### src/rtl/pd_lock_pkg.sv
package pd_lock_pkg;

    typedef enum logic {
        ST_HUNT = 1'b0,
        ST_HELD = 1'b1
    } lock_st_e;

    typedef struct packed {
        lock_st_e st;
    } det_state_t;

endpackage

### src/rtl/pd_err_mag.sv
module pd_err_mag #(
    parameter int ERR_W = 12
) (
    input  logic signed [ERR_W-1:0] phase_err,
    input  logic        [ERR_W-1:0] thresh,
    output logic                    in_win
);
    logic [ERR_W-1:0] mag;

    always_comb begin
        if (phase_err[ERR_W-1]) begin
            mag = ERR_W'(-phase_err);
        end else begin
            mag = phase_err;
        end
        in_win = (mag < thresh);
    end

endmodule

### src/rtl/pd_span_decode.sv
module pd_span_decode #(
    parameter int EXP_W   = 5,
    parameter int OFFSET  = 0,
    parameter int EXP_MAX = 20,
    parameter int CW      = 21
) (
    input  logic [EXP_W-1:0] exp_in,
    output logic [CW-1:0]    span
);
    localparam int EW = EXP_W + 2;

    logic [EW-1:0] eff;

    always_comb begin
        eff = EW'(exp_in) + EW'(OFFSET);
        if (eff > EW'(EXP_MAX)) begin
            eff = EW'(EXP_MAX);
        end
        span = CW'(1) << eff;
    end

endmodule

### src/rtl/pd_run_counter.sv
module pd_run_counter #(
    parameter int CW = 21
) (
    input  logic          clk,
    input  logic          rst,
    input  logic          clear,
    input  logic          bump,
    input  logic [CW-1:0] span,
    output logic          hit,
    output logic [CW-1:0] count
);
    typedef struct packed {
        logic [CW-1:0] cnt;
    } run_state_t;

    run_state_t s_d, s_q;
    logic [CW:0] next_len;

    always_comb begin
        s_d      = s_q;
        next_len = {1'b0, s_q.cnt} + (CW+1)'(1);
        hit      = 1'b0;
        if (clear) begin
            s_d.cnt = '0;
        end else if (bump) begin
            if (next_len >= {1'b0, span}) begin
                hit     = 1'b1;
                s_d.cnt = '0;
            end else begin
                s_d.cnt = next_len[CW-1:0];
            end
        end
    end

    always_ff @(posedge clk) begin
        if (rst) begin
            s_q <= '0;
        end else begin
            s_q <= s_d;
        end
    end

    assign count = s_q.cnt;

    AST_CLEAR_ZEROES: assert property (@(posedge clk) disable iff (rst)
        clear |=> (count == '0));
    AST_IDLE_HOLDS: assert property (@(posedge clk) disable iff (rst)
        (!clear && !bump) |=> $stable(count));

endmodule

### src/rtl/pd_phase_lock_det.sv
module pd_phase_lock_det #(
    parameter int ERR_W        = 12,
    parameter int LOCK_EXP_MAX = 20
) (
    input  logic                    clk,
    input  logic                    rst,
    input  logic                    smp_vld,
    input  logic signed [ERR_W-1:0] phase_err,
    input  logic        [ERR_W-1:0] thresh,
    input  logic        [4:0]       lock_exp,
    input  logic        [2:0]       unlock_exp,
    output logic                    locked
);
    import pd_lock_pkg::*;

    localparam int LCW          = LOCK_EXP_MAX + 1;
    localparam int UNL_EXP_MAX  = 8;
    localparam int UCW          = UNL_EXP_MAX + 1;

    det_state_t st_d, st_q;

    logic           in_win;
    logic [LCW-1:0] lock_span;
    logic [UCW-1:0] unl_span;
    logic           lock_clr, lock_bump, lock_hit;
    logic           unl_clr, unl_bump, unl_hit;
    logic [LCW-1:0] lock_cnt;
    logic [UCW-1:0] unl_cnt;

    pd_err_mag #(.ERR_W(ERR_W)) u_mag (
        .phase_err (phase_err),
        .thresh    (thresh),
        .in_win    (in_win)
    );

    pd_span_decode #(.EXP_W(5), .OFFSET(0), .EXP_MAX(LOCK_EXP_MAX), .CW(LCW)) u_lock_span (
        .exp_in (lock_exp),
        .span   (lock_span)
    );

    pd_span_decode #(.EXP_W(3), .OFFSET(1), .EXP_MAX(UNL_EXP_MAX), .CW(UCW)) u_unl_span (
        .exp_in (unlock_exp),
        .span   (unl_span)
    );

    always_comb begin
        lock_clr  = (st_q.st == ST_HELD) || (smp_vld && !in_win);
        lock_bump = (st_q.st == ST_HUNT) && smp_vld && in_win;
        unl_clr   = (st_q.st == ST_HUNT) || (smp_vld && in_win);
        unl_bump  = (st_q.st == ST_HELD) && smp_vld && !in_win;
    end

    pd_run_counter #(.CW(LCW)) u_lock_run (
        .clk   (clk),
        .rst   (rst),
        .clear (lock_clr),
        .bump  (lock_bump),
        .span  (lock_span),
        .hit   (lock_hit),
        .count (lock_cnt)
    );

    pd_run_counter #(.CW(UCW)) u_unl_run (
        .clk   (clk),
        .rst   (rst),
        .clear (unl_clr),
        .bump  (unl_bump),
        .span  (unl_span),
        .hit   (unl_hit),
        .count (unl_cnt)
    );

    always_comb begin
        st_d = st_q;
        unique case (st_q.st)
            ST_HUNT: if (lock_hit) st_d.st = ST_HELD;
            ST_HELD: if (unl_hit)  st_d.st = ST_HUNT;
            default: st_d.st = ST_HUNT;
        endcase
    end

    always_ff @(posedge clk) begin
        if (rst) begin
            st_q <= '{st: ST_HUNT};
        end else begin
            st_q <= st_d;
        end
    end

    assign locked = (st_q.st == ST_HELD);

    AST_RISE_ON_IN_SAMPLE: assert property (@(posedge clk) disable iff (rst)
        $rose(locked) |-> $past(smp_vld && in_win));
    AST_FALL_ON_OUT_SAMPLE: assert property (@(posedge clk) disable iff (rst)
        ($fell(locked) && !$past(rst)) |-> $past(smp_vld && !in_win));
    AST_STICKY_FLAG: assert property (@(posedge clk) disable iff (rst)
        (locked && !(smp_vld && !in_win)) |=> locked);
    AST_LOCK_RUN_IDLE_WHEN_HELD: assert property (@(posedge clk) disable iff (rst)
        locked |-> (lock_cnt == '0));
    AST_UNL_RUN_IDLE_WHEN_HUNT: assert property (@(posedge clk) disable iff (rst)
        !locked |-> (unl_cnt == '0));
    AST_RESET_CLEARS: assert property (@(posedge clk)
        rst |=> !locked);

endmodule

### config.mk
export PLATFORM = sky130hd
export DESIGN_NAME = pd_phase_lock_det
export DESIGN_NICKNAME = d
export VERILOG_FILES = /design/src/rtl/pd_lock_pkg.sv /design/src/rtl/pd_err_mag.sv /design/src/rtl/pd_span_decode.sv /design/src/rtl/pd_run_counter.sv /design/src/rtl/pd_phase_lock_det.sv
export SDC_FILE = /design/constraint.sdc
export NUM_CORES = 1
export LEC_CHECK = 0
export CORE_ASPECT_RATIO = 1.75
export CORE_UTILIZATION = 58
export DETAILED_ROUTE_END_ITERATION = 8
export PLACE_DENSITY_LB_ADDON = 0.1
export SLEW_MARGIN = 20
export SYNTH_ARGS = -nofsm -noshare
export SYNTH_HDL_FRONTEND = slang
export SYNTH_SLANG_ARGS = --single-unit
### constraint.sdc
create_clock -name clk -period 4.58 [get_ports clk]
set_input_delay 0.916 -clock clk [delete_from_list [all_inputs] [get_ports clk]]
set_output_delay 0.916 -clock clk [all_outputs]
set_load 0.1 [all_outputs]
==> results.py, run 1 <==
metrics = {
    "drt": {
        "viasPerCell": 6.12,
        "wl_per_cell_um": 15.3,
        "drc": 0,
        "postRouteAntennaNets": 0,
        "dr_total_vias": 3454,
        "drt-total-wl_um": 8610,
        "dr.pass1.iters": 4,
        "drt_iter0_markers": 105,
    },
    "cts": {
        "clkSinkCount": 31,
        "clock-root-buffer": "clkbuf_8",
        "cts_setup_buffers": 0,
        "clk_latency_ns": 0.29,
        "hold_buffers": 0,
        "htreeDepth": 2,
        "cts_resized": 0,
        "cts_buffer_depth": 2,
        "cts_buffers": 5,
        "path_clk_slew_ns": 0.07,
        "tritoncts": "built",
    },
    "die": {
        "core_area_mm2": 0.00554,
        "num_rows": 36,
        "die_h_um": 102,
        "num_io_pins": 36,
        "die_w_um": 59.3,
        "start_util_pct": 60.2,
        "die_area_mm2": 0.00607,
    },
    "yosys": {
        "syn_area_mm2": 0.00334,
        "yosysWarnings": 0,
        "synth_mux_area_share_pct": 0.600,
        "ys_ff_latch": 31,
        "synth-main-ff-cell": "dfxtp_1",
        "synth_area_per_cell_um2": 7.40,
        "yosys.cell_types.count": 48,
        "synthArstFlopShare_pct": 0,
        "syn_inst": 451,
        "synth_compound_area_share_pct": 20.4,
        "synth_edf_count": 0,
        "synthXorXnorAreaFrac_pct": 8.66,
        "synth_adder_area_share_pct": 17.6,
        "yosysSeqAreaShare_pct": 18.6,
        "synth_top_family_by_area": "simple AND/OR/NAND/NOR gates",
        "synthSimpleGateAreaFrac_pct": 28.8,
        "syn-num-nets": 533,
    },
    "placed_design": {
        "place_ws_ns": -0.00601,
        "place_area_mm2": 0.00381,
        "place_inst": 556,
        "gp_congestion": 0.882,
        "dp_hpwl_um": 7100,
        "portBuffers": 35,
    },
    "cells_and_area": {
        "instances_no_fill": 564,
        "final_common_cell": "nand2_1",
        "finalInstanceArea_mm2": 0.00393,
        "mostFrequentLayoutCells": "nand2_1 (68), ha_1 (47), a21oi_1 (36)",
        "area_growth_pct": 17.8,
        "final_util_pct": 71.0,
        "drive_gt1_share_pct": 5.33,
        "diodes": 0,
        "fin_nets": 569,
    },
    "pwr": {
        "pwr_density_cell_mw_per_mm2": 210,
        "ir_drop_v": 0.000117,
        "p_leak_nw": 1.67,
    },
    "sta": {
        "fin_crit_sh_pct": 93.5,
        "min_period_ns": 4.28,
        "tightest_slew_ns": 0.966,
        "slew_viol_final": 0,
        "finalWorstSetupSlack_ns": 0.297,
        "setup_viol": 0,
        "hold_violations": 0,
        "slew_headroom_pct": 35.4,
        "rsz0062_at_grt": "no",
        "fin_skew_ns": 0.00598,
        "max_freq_mhz": 233,
    },
    "status": {
        "status": "finished, final reports clean",
    },
    "global_routing": {
        "antenna_found_initial": 0,
        "grt_use_total_pct": 30.7,
        "grt_pass1_vias": 3354,
        "overflow": 0,
        "grt_pass1_wl_um": 14200,
        "grt_max_degree": 22,
    },
    "critical_path": {
        "crit_path_start_kind": "input pin",
        "cp_data_arrival_time_ns": 4.51,
        "crit_path_end_kind": "register",
        "timing.rr.start": "u_lock_run.count[0]",
        "reg2reg_slack_ns": 0.70,
        "reg2regPathDepth": 12,
        "cp.required_ns": 4.80,
        "worstReg2RegEnd": "u_lock_run.count[10]",
        "critPathMaxFanout": 4,
        "critPathKind": "in2reg",
    },
    "worst_hold_path": {
        "min_path_cells": 2,
        "worstHoldEndpoint": "u_lock_run.count[14]",
        "hold_path.class": "reg2reg",
        "hp-start": "u_lock_run.count[14]",
    },
    "job": {
        "drv_cap": 0,
    },
}
## area by class of cell
class / count / area, µm²
clock buffer: 6 / 82.6
clock inverter: 2 / 35.0
fill: 491 / 1610
inverter: 27 / 101
multi-input combinational: 373 / 2540
sequential: 31 / 621
tap: 76 / 95.1
timing repair buffer: 49 / 455
## worst max path at each step
stage	to	startpoint	slack, ns	cells after the start
floorplan	u_lock_run.count[0]	phase_err[1]	0.48	15
global placement	u_lock_run.count[0]	phase_err[0]	0.09	15
detailed placement	u_lock_run.count[0]	phase_err[0]	-0.006	15
CTS	u_lock_run.count[0]	phase_err[0]	0.29	15
global route	u_lock_run.count[0]	phase_err[1]	0.03	15
finish	u_lock_run.count[0]	phase_err[0]	0.30	15
## cell usage after synthesis (all sizes together) (6+ instances only)
library cell	n	share of area, %
a21o	7	1.6
xor2	10	2.6
xnor2	23	6.0
nor3	10	1.5
nand4	23	4.3
clkbuf	18	2.0
and4	6	1.6
nor2	15	1.7
dfxtp	31	19
nand3	26	3.9
nand2	68	7.6
inv	27	3.0
a21oi	36	5.4
ha	47	18
or3	8	1.5
o21ai	14	2.1
## metrics by stage
stage               hold WS (ns)  setup TNS (ns)  power (mW)
CTS                        0.485               0       0.825
detailed placement         0.476        -0.00601       0.542
global route               0.512               0       0.868
floorplan                  0.452               0       0.447
finish                     0.481               0       0.827
global placement           0.463               0       0.535
## flip-flops by register name (all words and copies together), names as in the netlist
signal	cells
locked	1
u_lock_run.count	21
u_unl_run.count	9
## where the power goes
part           total, mW  switching, mW  internal, mW
Sequential         0.279        0.00603         0.273
Clock              0.289          0.113         0.176
Combinational      0.258          0.143         0.115
## routing by layer
metal	vias up	wire length, µm	track usage (%)
li1	1725	-	-
met1	1601	3020	26.5
met2	100	4970	63.0
met3	28	237	3.80
met4	0	375	17.6
met5	-	0	0
## worst max-delay path, stage by stage
cell and delay [ns]:
clkdlybuf4s50_1 0.45, inv_1 0.08, ha_1 0.16, nand2_1 0.06, or3_1 0.32, or3_1 0.33
o31ai_1 0.25, xnor2_1 0.16, ha_1 0.26, and4_1 0.22, o211a_1 0.13, a211o_1 0.30
or3_1 0.32, or4_1 0.40, a21oi_1 0.15
## kinds of logic after synthesis
kind of cell | count (synthesis)
and+or+nand+nor | 188
AOI/OAI and AO/OA | 103
buffers and inverters | 47
adders and majority gates | 47
xor gates and xnor gates | 33
DFF | 31
muxes | 2
No activity file was read; power rests on OpenSTA's default activity.
==> run 2: changes to the inputs <==
ABC_AREA = 1   (was unset)
CORE_UTILIZATION = 59   (was 58)
SETUP_SLACK_MARGIN = 0.05   (was unset)
==> run 2 against run 1 <==
Clock power is 5% lower; count of clock-buffer cells in the layout is 1 lower; final area is 4.0% higher; first-iteration DRC count is 44% higher; area after synthesis is 7.6% higher; setup slack better by 0.32 ns; largest cell class unchanged.
==> results.py, run 2 <==
metrics = {
    "global_routing": {
        "grt_max_degree": 39,
        "grt_pass1_wl_um": 13400,
        "grt_pass1_vias": 3385,
        "overflow": 0,
        "grt_use_total_pct": 26.9,
        "antenna_found_initial": 0,
    },
    "cells_and_area": {
        "n_fill_cell": 572,
        "final_common_cell": "nand2_1",
        "mostFrequentLayoutCells": "nand2_1 (174), inv_1 (108), nor2_1 (64)",
        "finalInstanceArea_mm2": 0.00409,
        "area_growth_pct": 13.9,
        "multi_input_area_mm2": 0.00247,
        "diodes": 0,
        "drive_gt1_share_pct": 6.98,
        "seqCellArea_um2": 621,
        "fin_nets": 712,
        "largest_register_ffs": 21,
    },
    "drt": {
        "met2_length_um": 4500,
        "postRouteAntennaNets": 0,
        "dr.pass1.iters": 4,
        "wl_met3_um": 173,
        "drt-total-wl_um": 8070,
        "wl_per_cell_um": 11.4,
        "drc": 0,
        "drt_iter0_markers": 151,
        "top_layer": "met4",
        "drt-met1-wl_um": 3030,
        "dr_total_vias": 3572,
        "viasPerCell": 5.05,
    },
    "yosys": {
        "yosysTopAreaCell": "nand2_1",
        "synth-main-ff-cell": "dfxtp_1",
        "ys_ff_latch": 31,
        "synth.most_common_cell": "nand2_1",
        "synth_area_leaders": "nand2_1 (18%), dfxtp_1 (17%), ha_1 (17%)",
        "yosysWarnings": 0,
        "synthArstFlopShare_pct": 0,
        "syn-num-nets": 678,
        "synth_common_cells": "nand2_1 (174), inv_1 (108), nor2_1 (64), ha_1 (48), a21oi_1 (33)",
        "synth_edf_count": 0,
        "synth_top_area_share_pct": 18.2,
        "syn_inst": 595,
        "synth_area_per_cell_um2": 6.04,
        "yosys.cell_types.count": 35,
        "syn_area_mm2": 0.00359,
        "yosysSeqAreaShare_pct": 17.3,
    },
    "critical_path": {
        "crit_path_end_kind": "register",
        "cp_top_family": "simple AND/OR/NAND/NOR gates",
        "critPathBufInv": 5,
        "critPathKind": "in2reg",
        "path_cells": "clkdlybuf4s50_1 -> inv_2 -> ha_1 -> inv_1 -> nor3_1 -> nand4_1 -> o31ai_1 -> xnor2_1 -> ha_1 -> nand4_1 -> a21oi_1 -> nor2_1 -> and2_4 -> nand2_4 -> inv_4 -> nand2_4 -> nand2_2 -> buf_4 -> nor2_2",
        "crit_path_start_kind": "input pin",
        "cp_data_arrival_time_ns": 4.13,
        "critPathMaxStageDelay_ns": 0.44,
        "cp_slowest_cell": "clkdlybuf4s50_1",
        "critPathMaxFanout": 38,
        "cp.required_ns": 4.75,
    },
    "job": {
        "drv_cap": 0,
    },
    "sta": {
        "hold_violations": 0,
        "fin_skew_ns": 0.00888,
        "fin_worst_hold_slack_ns": 0.497,
        "setup_tns_ns": 0,
        "slew_headroom_pct": 35.3,
        "setup_viol": 0,
        "max_freq_mhz": 252,
        "rsz0062_at_grt": "no",
        "tightest_slew_ns": 0.968,
        "fin_crit_sh_pct": 86.6,
        "slew_viol_final": 0,
        "finalWorstSetupSlack_ns": 0.613,
        "min_period_ns": 3.97,
    },
    "die": {
        "num_rows": 37,
        "die_h_um": 105,
        "num_io_pins": 36,
        "core_area_mm2": 0.00588,
        "die_w_um": 61.0,
        "start_util_pct": 61.1,
        "die_area_mm2": 0.00641,
    },
    "cts": {
        "cts_buffer_depth": 2,
        "clk_latency_ns": 0.29,
        "cts_buffers": 5,
        "hold_buffers": 0,
        "tritoncts": "built",
        "htreeDepth": 2,
        "cts_setup_buffers": 0,
        "clock-root-buffer": "clkbuf_8",
        "path_clk_slew_ns": 0.07,
        "clkSinkCount": 31,
        "cts_resized": 0,
    },
    "placed_design": {
        "place_ws_ns": 0.311,
        "dp_hpwl_um": 6650,
        "gp_congestion": 0.898,
        "place_area_mm2": 0.00398,
        "portBuffers": 35,
    },
    "pwr": {
        "p_total_mw": 0.772,
        "pwr_density_cell_mw_per_mm2": 189,
        "ir_drop_v": 0.000115,
        "p_leak_nw": 2.08,
    },
    "status": {
        "status": "finished, final reports clean",
    },
    "worst_hold_path": {
        "hold_path.class": "reg2reg",
    },
}
## run 2: path summary, 6_finish.rpt
path,from,endpoint,slack [ns],cells after the start
worst max-delay path,phase_err[0],u_lock_run.count[12],0.61,19
worst min-delay path,u_unl_run.count[8],u_unl_run.count[8],0.50,2
worst max register to register,u_lock_run.count[0],u_lock_run.count[12],1.33,19
worst min register to register,u_unl_run.count[8],u_unl_run.count[8],0.50,2
## run 2: cell type report
class | count | share of cell area (%)
Inverter | 111 | 10.3
Clock inverter | 3 | 1.07
Sequential cell | 31 | 15.2
Clock buffer | 5 | 1.68
Multi-Input combinational cell | 443 | 60.5
Tap cell | 78 | 2.39
Timing Repair Buffer | 37 | 8.94
## run 2: kinds of logic after synthesis
group | after synthesis | synth area share, %
AO/OA/AOI/OAI | 53 | 7.70
XOR/XNOR | 29 | 7.07
adder cells (fa/ha/maj) | 48 | 16.7
buffers and inverters | 121 | 13.8
flip-flops | 31 | 17.3
AND/OR/NAND/NOR | 313 | 37.4
## run 2: layer usage
layer,global-route usage (%),vias up
met5,0,-
met4,15.7,0
met3,2.35,25
met2,51.8,68
met1,25.1,1582
li1,-,1897
## run 2: report_power, final
part	internal [mW]	total (mW)	switching (mW)
clock	0.162	0.275	0.113
sequential	0.273	0.280	0.00670
combinational	0.0845	0.218	0.133
total	0.519	0.772	0.253
## run 2: metrics by stage
stage	instances	utilization, %
after CTS	708	69.5
after global placement	700	67.6
after detailed placement	700	67.6
after floorplan	595	-
after global routing	708	69.5
final	708	69.5
## run 2: worst min-delay path, delay by kind of cell, from the launching register on
family | cells | cell delay [ns]
AOI/OAI and AO/OA | 1 | 0.05
DFF | 1 | 0.33
and+or+nand+nor | 1 | 0.07
==> run 3: changes to the inputs <==
CELL_PAD_IN_SITES_DETAIL_PLACEMENT = 1   (was unset)
CELL_PAD_IN_SITES_GLOBAL_PLACEMENT = 1   (was unset)
CORE_UTILIZATION = 41   (was 59)
==> run 3 against run 2 <==
Power is 12% higher; count of clock-buffer cells in the layout up 2; global-route usage decreased by 3.3 points; die area up 43%; clock power grew 30%; sequential power hardly changed; first-iteration DRC count decreased by 56%; routed wire length rose by 23%.
==> results.py, run 3 (synthesis gave the netlist of run 2 again) <==
metrics = {
    "cts": {
        "clk_latency_ns": 0.28,
        "htreeDepth": 2,
        "clkSinkCount": 31,
        "path_clk_slew_ns": 0.05,
        "hold_buffers": 0,
        "cts_setup_buffers": 0,
        "clock-root-buffer": "clkbuf_16",
        "cts_resized": 0,
        "cts_buffer_depth": 2,
        "tritoncts": "built",
        "cts_buffers": 5,
    },
    "placed_design": {
        "portBuffers": 35,
        "place_ws_ns": 0.431,
        "place_inst": 739,
        "place_area_mm2": 0.00404,
        "gp_congestion": 0.815,
        "dp_hpwl_um": 8410,
    },
    "cells_and_area": {
        "final_common_cell": "nand2_1",
        "diodes": 0,
        "instances_no_fill": 747,
        "mostFrequentLayoutCells": "nand2_1 (174), inv_1 (108), nor2_1 (64)",
        "largest_register_ffs": 21,
        "n_fill_cell": 1193,
        "area_growth_pct": 16.9,
        "final_util_pct": 50.2,
        "finalInstanceArea_mm2": 0.00420,
        "fin_nets": 714,
        "drive_gt1_share_pct": 7.28,
    },
    "critical_path": {
        "crit_path_start_kind": "input pin",
        "crit_path_end_kind": "register",
        "worstSetupStartpoint": "phase_err[0]",
        "cp.required_ns": 4.74,
        "critPathKind": "in2reg",
        "critPathMaxFanout": 37,
        "cp_data_arrival_time_ns": 4.00,
        "reg2reg_slack_ns": 1.26,
        "worstReg2RegEnd": "u_lock_run.count[11]",
        "timing.rr.start": "u_lock_run.count[0]",
        "cp_slowest_cell": "clkdlybuf4s50_1",
        "path_cells": "clkdlybuf4s50_1 -> inv_2 -> ha_1 -> inv_1 -> nor3_1 -> nand4_1 -> o31ai_1 -> xnor2_1 -> ha_1 -> nand4_1 -> nor2_1 -> nand2_1 -> and2_4 -> nand2_4 -> buf_4 -> nor2_1 -> a21oi_1 -> nor2_2",
        "reg2regPathDepth": 17,
        "critPathMaxStageDelay_ns": 0.43,
    },
    "sta": {
        "setup_tns_ns": 0,
        "min_period_ns": 3.84,
        "tightest_slew_ns": 0.978,
        "fin_worst_hold_slack_ns": 0.497,
        "slew_headroom_pct": 34.6,
        "finalWorstSetupSlack_ns": 0.737,
        "rsz0062_at_grt": "no",
        "fin_crit_sh_pct": 83.9,
        "max_freq_mhz": 260,
        "slew_viol_final": 0,
        "hold_violations": 0,
        "fin_skew_ns": 0.00215,
        "setup_viol": 0,
    },
    "drt": {
        "viasPerCell": 4.89,
        "drc": 0,
        "dr.pass1.iters": 4,
        "dr_total_vias": 3654,
        "postRouteAntennaNets": 0,
        "wl_per_cell_um": 13.2,
        "drt_iter0_markers": 66,
        "drt-total-wl_um": 9900,
    },
    "global_routing": {
        "grt_pass1_vias": 3891,
        "antenna_found_initial": 0,
        "overflow": 0,
        "grt_use_total_pct": 23.6,
        "grt_max_degree": 38,
        "grt_pass1_wl_um": 16800,
    },
    "die": {
        "die_area_mm2": 0.00915,
        "start_util_pct": 42.9,
        "die_h_um": 126,
        "die_w_um": 72.7,
        "core_area_mm2": 0.00837,
        "num_rows": 44,
        "num_io_pins": 36,
    },
    "job": {
        "drv_cap": 0,
    },
    "pwr": {
        "p_total_mw": 0.864,
        "ir_drop_v": 0.000143,
        "p_leak_nw": 2.10,
        "pwr_density_cell_mw_per_mm2": 206,
    },
    "worst_hold_path": {
        "hp-start": "u_unl_run.count[8]",
        "hold_path.class": "reg2reg",
        "worstHoldEndpoint": "u_unl_run.count[8]",
        "min_path_cells": 2,
    },
    "status": {
        "status": "finished, final reports clean",
    },
}
-- run 3: critical path: cells and delay by family --
| family | cells | cell delay (ns) |
|---|---|---|
| AND/OR/NAND/NOR | 9 | 1.17 |
| buffers and inverters | 4 | 0.90 |
| AO/OA/AOI/OAI | 2 | 0.46 |
| adder cells (fa/ha/maj) | 2 | 0.43 |
| XOR/XNOR | 1 | 0.11 |
-- run 3: layout make-up --
cell class                      instances  area [µm²]  area share (%)
Clock buffer                            7         153            3.64
Clock inverter                          1        7.51           0.179
Inverter                              111         419            9.99
Multi-Input combinational cell        443        2470            58.9
Sequential cell                        31         621            14.8
Tap cell                              115         144            3.43
Timing Repair Buffer                   39         380            9.06
-- run 3: per-layer routing --
| layer | GRT usage, % | routed length, µm | share of wire (%) |
|---|---|---|---|
| met1 | 21.8 | 3670 | 37 |
| met2 | 48.3 | 5730 | 58 |
| met3 | 2.64 | 139 | 1.4 |
| met4 | 10.7 | 363 | 3.7 |
| met5 | 0 | 0 | 0 |
-- run 3: worst max-delay path by stage --
| stage | to |
|---|---|
| 2_1_floorplan | u_lock_run.count[13] |
| 3_3_place_gp | u_lock_run.count[11] |
| 3_5_place_dp | u_lock_run.count[16] |
| 4_1_cts | u_lock_run.count[16] |
| 5_1_grt | u_lock_run.count[16] |
| 6_report | u_lock_run.count[16] |
-- run 3: report_power, final --
group / leakage [nW] / total, mW / switching, mW / internal [mW]
Clock: 0.0761 / 0.358 / 0.127 / 0.231
Sequential: 0.250 / 0.280 / 0.00642 / 0.273
Combinational: 1.78 / 0.226 / 0.139 / 0.0869
Total: 2.10 / 0.864 / 0.273 / 0.591
